$ cat config.mk
export PLATFORM = sky130hd
export DESIGN_NAME = bpred_unit
export DESIGN_NICKNAME = d
export VERILOG_FILES = /design/src/rtl/bpred_pkg.sv /design/src/rtl/bpred_target_buf.sv /design/src/rtl/bpred_dir_table.sv /design/src/rtl/bpred_unit.sv
export SDC_FILE = /design/constraint.sdc
export NUM_CORES = 1
export LEC_CHECK = 0
export BUFFER_PORTS_ARGS = -buffer_cell sky130_fd_sc_hd__buf_2
export CORE_ASPECT_RATIO = 2
export CORE_MARGIN = 2
export CORE_UTILIZATION = 60
export DETAILED_ROUTE_END_ITERATION = 6
export GPL_ROUTABILITY_DRIVEN = 1
export GPL_TIMING_DRIVEN = 1
export PLACE_DENSITY = 0.78
export SLEW_MARGIN = 0
export SYNTH_ARGS = -nofsm -noshare
export SYNTH_HDL_FRONTEND = slang
export SYNTH_HIERARCHICAL = 1
export SYNTH_SLANG_ARGS = --single-unit
$ cat constraint.sdc
create_clock -name clk -period 12 [get_ports clk]
set_clock_uncertainty 0.05 [all_clocks]
set_input_delay 1.2 -clock clk [delete_from_list [all_inputs] [get_ports clk]]
set_output_delay 1.2 -clock clk [all_outputs]
set_load 0.1 [all_outputs]
$ cat src/rtl/bpred_pkg.sv
package bpred_pkg;

   localparam int unsigned INSTR_BYTES = 4;
   localparam int unsigned ALIGN_BITS  = 2;

   typedef enum logic [1:0] {
      CTR_STRONG_NT = 2'b00,
      CTR_WEAK_NT   = 2'b01,
      CTR_WEAK_T    = 2'b10,
      CTR_STRONG_T  = 2'b11
   } ctr2_e;

   // One saturating step toward the resolved outcome.
   function automatic ctr2_e ctr2_step(input ctr2_e cur, input logic taken);
      ctr2_e nxt;
      case (cur)
         CTR_STRONG_NT: nxt = taken ? CTR_WEAK_NT  : CTR_STRONG_NT;
         CTR_WEAK_NT:   nxt = taken ? CTR_WEAK_T   : CTR_STRONG_NT;
         CTR_WEAK_T:    nxt = taken ? CTR_STRONG_T : CTR_WEAK_NT;
         default:       nxt = taken ? CTR_STRONG_T : CTR_WEAK_T;
      endcase
      return nxt;
   endfunction

   function automatic logic ctr2_predicts_taken(input ctr2_e c);
      return (c == CTR_WEAK_T) || (c == CTR_STRONG_T);
   endfunction

endpackage

$ cat src/rtl/bpred_target_buf.sv
module bpred_target_buf
   import bpred_pkg::*;
#(
   parameter int unsigned PC_W    = 32,
   parameter int unsigned ENTRIES = 16
) (
   input  logic            clk,
   input  logic            rst_n,
   input  logic [PC_W-1:0] lk_pc,
   output logic            lk_hit,
   output logic [PC_W-1:0] lk_target,
   input  logic            wr_en,
   input  logic [PC_W-1:0] wr_pc,
   input  logic [PC_W-1:0] wr_target
);

   localparam int unsigned IDX_W   = (ENTRIES > 1) ? $clog2(ENTRIES) : 1;
   localparam int unsigned TAG_LSB = IDX_W + ALIGN_BITS;
   localparam int unsigned TAG_W   = PC_W - TAG_LSB;

   if (ENTRIES < 2 || (1 << IDX_W) != ENTRIES) begin : g_bad_entries
      $error("bpred_target_buf: ENTRIES must be a power of two, at least 2");
   end
   if (PC_W <= TAG_LSB) begin : g_bad_width
      $error("bpred_target_buf: PC_W too small for the index");
   end

   logic [ENTRIES-1:0] valid_q;
   logic [TAG_W-1:0]   tag_q [ENTRIES];
   logic [PC_W-1:0]    tgt_q [ENTRIES];

   logic [IDX_W-1:0] lk_idx, wr_idx;
   logic [TAG_W-1:0] lk_tag, wr_tag;

   assign lk_idx = lk_pc[TAG_LSB-1:ALIGN_BITS];
   assign lk_tag = lk_pc[PC_W-1:TAG_LSB];
   assign wr_idx = wr_pc[TAG_LSB-1:ALIGN_BITS];
   assign wr_tag = wr_pc[PC_W-1:TAG_LSB];

   logic unused_align;
   assign unused_align = &{1'b0, lk_pc[ALIGN_BITS-1:0], wr_pc[ALIGN_BITS-1:0]};

   always_ff @(posedge clk) begin
      if (!rst_n) begin
         valid_q <= '0;
      end else if (wr_en) begin
         valid_q[wr_idx] <= 1'b1;
      end
   end

   always_ff @(posedge clk) begin
      if (wr_en) begin
         tag_q[wr_idx] <= wr_tag;
         tgt_q[wr_idx] <= wr_target;
      end
   end

   // Reads see the state held before this cycle's write.
   assign lk_hit    = valid_q[lk_idx] && (tag_q[lk_idx] == lk_tag);
   assign lk_target = tgt_q[lk_idx];

   AST_WRITE_MAKES_VALID: assert property (@(posedge clk) disable iff (!rst_n)
      wr_en |=> valid_q[$past(wr_idx)]);
   AST_IDLE_KEEPS_VALID: assert property (@(posedge clk) disable iff (!rst_n)
      (!wr_en && $past(rst_n)) |=> $stable(valid_q));

endmodule

$ cat src/rtl/bpred_dir_table.sv
module bpred_dir_table
   import bpred_pkg::*;
#(
   parameter int unsigned PC_W      = 32,
   parameter int unsigned ENTRIES   = 64,
   parameter int unsigned HIST_BITS = 2
) (
   input  logic            clk,
   input  logic            rst_n,
   input  logic [PC_W-1:0] lk_pc,
   output logic            lk_taken,
   input  logic            upd_en,
   input  logic [PC_W-1:0] upd_pc,
   input  logic            upd_taken
);

   localparam int unsigned IDX_W = (ENTRIES > 1) ? $clog2(ENTRIES) : 1;
   localparam int unsigned IDX_HI = IDX_W + ALIGN_BITS - 1;

   if (ENTRIES < 2 || (1 << IDX_W) != ENTRIES) begin : g_bad_entries
      $error("bpred_dir_table: ENTRIES must be a power of two, at least 2");
   end
   if (PC_W <= IDX_HI) begin : g_bad_width
      $error("bpred_dir_table: PC_W too small for the index");
   end

   logic [IDX_W-1:0] lk_idx, upd_idx;
   assign lk_idx  = lk_pc[IDX_HI:ALIGN_BITS];
   assign upd_idx = upd_pc[IDX_HI:ALIGN_BITS];

   logic unused_bits;
   assign unused_bits = &{1'b0, lk_pc[PC_W-1:IDX_HI+1], lk_pc[ALIGN_BITS-1:0],
                          upd_pc[PC_W-1:IDX_HI+1], upd_pc[ALIGN_BITS-1:0]};

   if (HIST_BITS == 2) begin : g_two_bit
      ctr2_e ctr_q [ENTRIES];

      always_ff @(posedge clk) begin
         if (!rst_n) begin
            for (int i = 0; i < int'(ENTRIES); i++) ctr_q[i] <= CTR_WEAK_NT;
         end else if (upd_en) begin
            ctr_q[upd_idx] <= ctr2_step(ctr_q[upd_idx], upd_taken);
         end
      end

      assign lk_taken = ctr2_predicts_taken(ctr_q[lk_idx]);

      AST_CTR_HOLD_HIGH: assert property (@(posedge clk) disable iff (!rst_n)
         (upd_en && upd_taken && ctr_q[upd_idx] == CTR_STRONG_T)
         |=> ctr_q[$past(upd_idx)] == CTR_STRONG_T);
      AST_CTR_HOLD_LOW: assert property (@(posedge clk) disable iff (!rst_n)
         (upd_en && !upd_taken && ctr_q[upd_idx] == CTR_STRONG_NT)
         |=> ctr_q[$past(upd_idx)] == CTR_STRONG_NT);
      AST_CTR_NO_SINGLE_FLIP: assert property (@(posedge clk) disable iff (!rst_n)
         (upd_en && !upd_taken && ctr_q[upd_idx] == CTR_STRONG_T)
         |=> ctr_q[$past(upd_idx)] == CTR_WEAK_T);
   end else if (HIST_BITS == 1) begin : g_one_bit
      logic [ENTRIES-1:0] last_q;

      always_ff @(posedge clk) begin
         if (!rst_n) begin
            last_q <= '0;
         end else if (upd_en) begin
            last_q[upd_idx] <= upd_taken;
         end
      end

      assign lk_taken = last_q[lk_idx];

      AST_BIT_TRACKS_OUTCOME: assert property (@(posedge clk) disable iff (!rst_n)
         upd_en |=> last_q[$past(upd_idx)] == $past(upd_taken));
   end else begin : g_bad_hist
      $error("bpred_dir_table: HIST_BITS must be 1 or 2");
      assign lk_taken = 1'b0;
   end

endmodule

$ cat src/rtl/bpred_unit.sv
module bpred_unit
   import bpred_pkg::*;
#(
   parameter int unsigned PC_W        = 32,
   parameter int unsigned BTB_ENTRIES = 16,
   parameter int unsigned DIR_ENTRIES = 64,
   parameter int unsigned HIST_BITS   = 2
) (
   input  logic            clk,
   input  logic            rst_n,
   input  logic [PC_W-1:0] fetch_pc,
   output logic            pred_hit,
   output logic            pred_taken,
   output logic [PC_W-1:0] pred_npc,
   input  logic            upd_valid,
   input  logic [PC_W-1:0] upd_pc,
   input  logic            upd_taken,
   input  logic [PC_W-1:0] upd_target,
   input  logic            upd_pred_taken,
   input  logic [PC_W-1:0] upd_pred_target,
   output logic            mispredict
);

   localparam logic [PC_W-1:0] STEP = PC_W'(INSTR_BYTES);

   if (PC_W < 8) begin : g_bad_pc
      $error("bpred_unit: PC_W must be at least 8");
   end

   logic            btb_hit;
   logic [PC_W-1:0] btb_target;
   logic            dir_taken;

   bpred_target_buf #(.PC_W(PC_W), .ENTRIES(BTB_ENTRIES)) u_tbuf (
      .clk       (clk),
      .rst_n     (rst_n),
      .lk_pc     (fetch_pc),
      .lk_hit    (btb_hit),
      .lk_target (btb_target),
      .wr_en     (upd_valid && upd_taken),
      .wr_pc     (upd_pc),
      .wr_target (upd_target)
   );

   bpred_dir_table #(.PC_W(PC_W), .ENTRIES(DIR_ENTRIES), .HIST_BITS(HIST_BITS)) u_dir (
      .clk       (clk),
      .rst_n     (rst_n),
      .lk_pc     (fetch_pc),
      .lk_taken  (dir_taken),
      .upd_en    (upd_valid),
      .upd_pc    (upd_pc),
      .upd_taken (upd_taken)
   );

   assign pred_hit   = btb_hit;
   assign pred_taken = btb_hit && dir_taken;
   assign pred_npc   = pred_taken ? btb_target : fetch_pc + STEP;

   assign mispredict = upd_valid &&
                       ((upd_taken != upd_pred_taken) ||
                        (upd_taken && (upd_target != upd_pred_target)));

   AST_ALLOC_THEN_HIT: assert property (@(posedge clk) disable iff (!rst_n)
      (upd_valid && upd_taken) |=> (fetch_pc != $past(upd_pc)) || pred_hit);
   AST_ALLOC_TARGET_USED: assert property (@(posedge clk) disable iff (!rst_n)
      (upd_valid && upd_taken)
      |=> (fetch_pc != $past(upd_pc)) || !pred_taken || (pred_npc == $past(upd_target)));
   AST_NOT_TAKEN_NO_ALLOC: assert property (@(posedge clk) disable iff (!rst_n)
      (upd_valid && !upd_taken && !pred_hit && fetch_pc == upd_pc)
      |=> (fetch_pc != $past(fetch_pc)) || !pred_hit);

endmodule

==> flow_metrics.py <==
metrics = {
    "synthesis": {
        "ys_types": 76,
        "ys_warn_count": 6,
        "synth.area.top_cells": "edfxtp_1 (71%), mux4_2 (15%), mux2i_1 (1.4%)",
        "avgSynthCellArea_um2": 18.8,
        "ys_seq_area_frac": 0.719,
        "synth-main-ff-cell": "edfxtp_1",
        "syn-cell-area_mm2": 0.0446,
        "synth_most_common_cell": "edfxtp_1",
        "synth_top_cell_by_area": "edfxtp_1",
        "netlist_instances": 2371,
        "synth_edf_count": 1056,
        "syn-num-nets": 2505,
        "ys_seq_elements": 1072,
        "yosysTopAreaCellShare": 0.711,
        "yosys-top-cells-count": "edfxtp_1 (1056), mux4_2 (287), nand2_1 (121)",
        "synthArstFlopShare": 0,
    },
    "cells_and_area": {
        "syn_to_final_growth_pct": 10.3,
        "fin_nets": 2668,
        "final_layout_size_suffix_gt1_frac": 0.262,
    },
    "route": {
        "met1_length_um": 39200,
        "wl_met3_um": 11300,
        "highest_layer": "met5",
        "wl_met2_um": 61000,
        "vias": 24900,
        "first_iter_violations": 3218,
        "avgViaCountPerCell": 7.03,
        "drc": 0,
        "dr.pass1.iters": 6,
        "wire_per_inst_um": 33.8,
        "antenna_left": 0,
        "wl_um": 119000,
    },
    "sta": {
        "slew_viol_final": 0,
        "period_share": 0.625,
        "setup_tns_ns": 0,
        "setup_viol": 0,
        "max_slew.worst_pin.slew_ns": 1.21,
        "max_freq_ghz": 0.133,
        "fin_crit_ns": 7.50,
        "hold_viol": 0,
        "layout_setup_ws_ns": 4.50,
        "maxSlewHeadroom": 0.192,
        "rsz0062_at_grt": "false",
    },
    "die": {
        "ioPinCount": 168,
        "rows": 141,
        "core_mm2": 0.0737,
        "fp.dieW_um": 197,
        "die_y_um": 389,
        "die_area_mm2": 0.0766,
        "start_util": 0.604,
    },
    "global_routing": {
        "grt_pass1_vias": 25500,
        "antenna_found_initial": 7,
        "grt_pass1_wl_um": 172000,
        "grt_start_max_net_pins": 96,
        "track_usage": 0.319,
        "grt-ovfl-total": 0,
    },
    "clocking": {
        "cts_buffers": 85,
        "hold_buffers": 0,
        "clockRootBuffer": "clkbuf_16",
        "clk_pin_slew_ns": 0.07,
        "clkSinkCount": 1072,
        "htreeDepth": 3,
        "cts_tree": "built",
        "postCtsSetupRepairBufs": 0,
        "cts_resized": 0,
        "clock_latency_ns": 0.65,
        "cts_buffer_depth": 3,
    },
    "placed_design": {
        "place_congestion": 0.976,
        "dp_hpwl_um": 70500,
        "pre_cts_slack_ns": 4.60,
        "numPortBuffers": 165,
    },
    "critical_path": {
        "cp_max_fo": 94,
        "worstSetupPathType": "input port to output pin",
        "cp.arrival_ns": 6.25,
        "critPathRequiredTime_ns": 10.75,
        "critical-path-slowest-cell": "buf_4",
        "critPathLaunchType": "input port",
        "max_stage_delay_ns": 0.76,
        "crit_path_end_kind": "output pin",
        "worstPathCellList": "buf_8 -> buf_4 -> mux4_2 -> mux2i_1 -> xnor2_1 -> nor4_1 -> a31oi_1 -> nor3_1 -> and4_1 -> nand2_2 -> buf_4 -> inv_1 -> mux2_2 -> buf_2",
        "cp_common_cell": "buf_4",
    },
    "power_and_ir_drop": {
        "ir_worst_vdd_mv": 0.138,
        "cellPowerDensity_mw_per_mm2": 155,
        "power_leakage_uw": 0.0156,
    },
    "flow_run": {
        "drv_cap": 0,
    },
    "status": {
        "outcome": "finished, final reports clean",
    },
    "min_path": {
        "hold_class": "flip-flop to flip-flop",
    },
}
==> through the flow <==
step,cell area [um2],utilization,hold slack (ns),cells,power (uW)
3_3_place_gp,46300,0.629,0.391,3376,4810
6_report,49200,0.667,0.425,3539,7620
4_1_cts,49200,0.667,0.425,3531,7650
3_5_place_dp,46300,0.629,0.408,3376,4830
2_1_floorplan,44600,-,0.385,2371,4620
5_1_grt,49200,0.667,0.439,3532,7800
==> final timing paths <==
path | slack, ns | start | cells after the start | end
min reg2reg | 0.43 | u_tbuf/valid_q[12] | 1 | u_tbuf/valid_q[12]
max | 4.50 | fetch_pc[3] | 14 | pred_npc[3]
min | 0.43 | u_tbuf/valid_q[12] | 1 | u_tbuf/valid_q[12]
max reg2reg | 8.12 | u_dir/g_two_bit.ctr_q[55][1] | 8 | u_dir/g_two_bit.ctr_q[45][0]
==> sequential cells by signal, indices dropped and copies added (netlist names) <==
signal,cells
u_tbuf/tgt_q,512
u_tbuf/tag_q,416
u_dir/g_two_bit.ctr_q,128
u_tbuf/valid_q,16
==> layout by cell type, fill, tap and decap left out, drive strengths merged, types with 9 or more instances in the layout <==
cell type	netlist	final
and3	12	12
a21oi	49	49
o22ai	13	13
nor2	112	112
inv	21	25
nor4	13	13
nand4	23	23
nor2b	9	9
mux2i	64	64
xor2	45	45
nand2	121	121
clkinv	3	33
nor3	38	38
a221oi	10	10
mux2	10	10
clkinvlp	0	10
edfxtp	1056	1056
dfxtp	16	16
xnor2	35	35
o21a	17	17
bufinv	0	10
clkbuf	65	101
a22oi	18	18
buf	81	222
o21ai	43	43
mux4	287	287
nand3	99	99
a211oi	9	9
==> layer usage <==
metal / vias up / track usage
met5: - / 0
met4: 2 / 0.180
met3: 412 / 0.0576
met2: 1705 / 0.537
met1: 12800 / 0.392
li1: 10000 / -
==> where the power goes <==
group	internal, uW	leakage (uW)	switching (uW)
Sequential	4160	0.00964	17.8
Combinational	194	0.00466	391
Clock	1560	0.00134	1300
Total	5910	0.0156	1710
==> cell families after synthesis <==
group | count (synthesis) | share of synthesized area
AO/OA/AOI/OAI | 212 | 0.0316
XOR/XNOR | 80 | 0.0157
adder cells (fa/ha/maj) | 3 | 0.000758
buffers and inverters | 170 | 0.0201
flip-flops | 1072 | 0.719
multiplexers | 361 | 0.162
AND/OR/NAND/NOR | 473 | 0.0513
==> final cells by class <==
class	count	area, um2
Sequential cell	1072	32000
Fill cell	4763	24600
Multi-Input combinational cell	1129	11800
Clock buffer	101	2230
Timing Repair Buffer	222	1310
Tap cell	929	1160
Clock inverter	54	578
Inverter	24	91.3
Antenna cell	8	20.0
==> critical path, delay by kind of cell <==
kind | cells | cell delay [ns]
AOI/OAI and AO/OA | 1 | 0.19
and+or+nand+nor | 4 | 0.39
xor gates and xnor gates | 1 | 0.18
buffers and inverters | 5 | 2.80
muxes | 3 | 1.27
No activity file was read; power rests on OpenSTA's default activity.
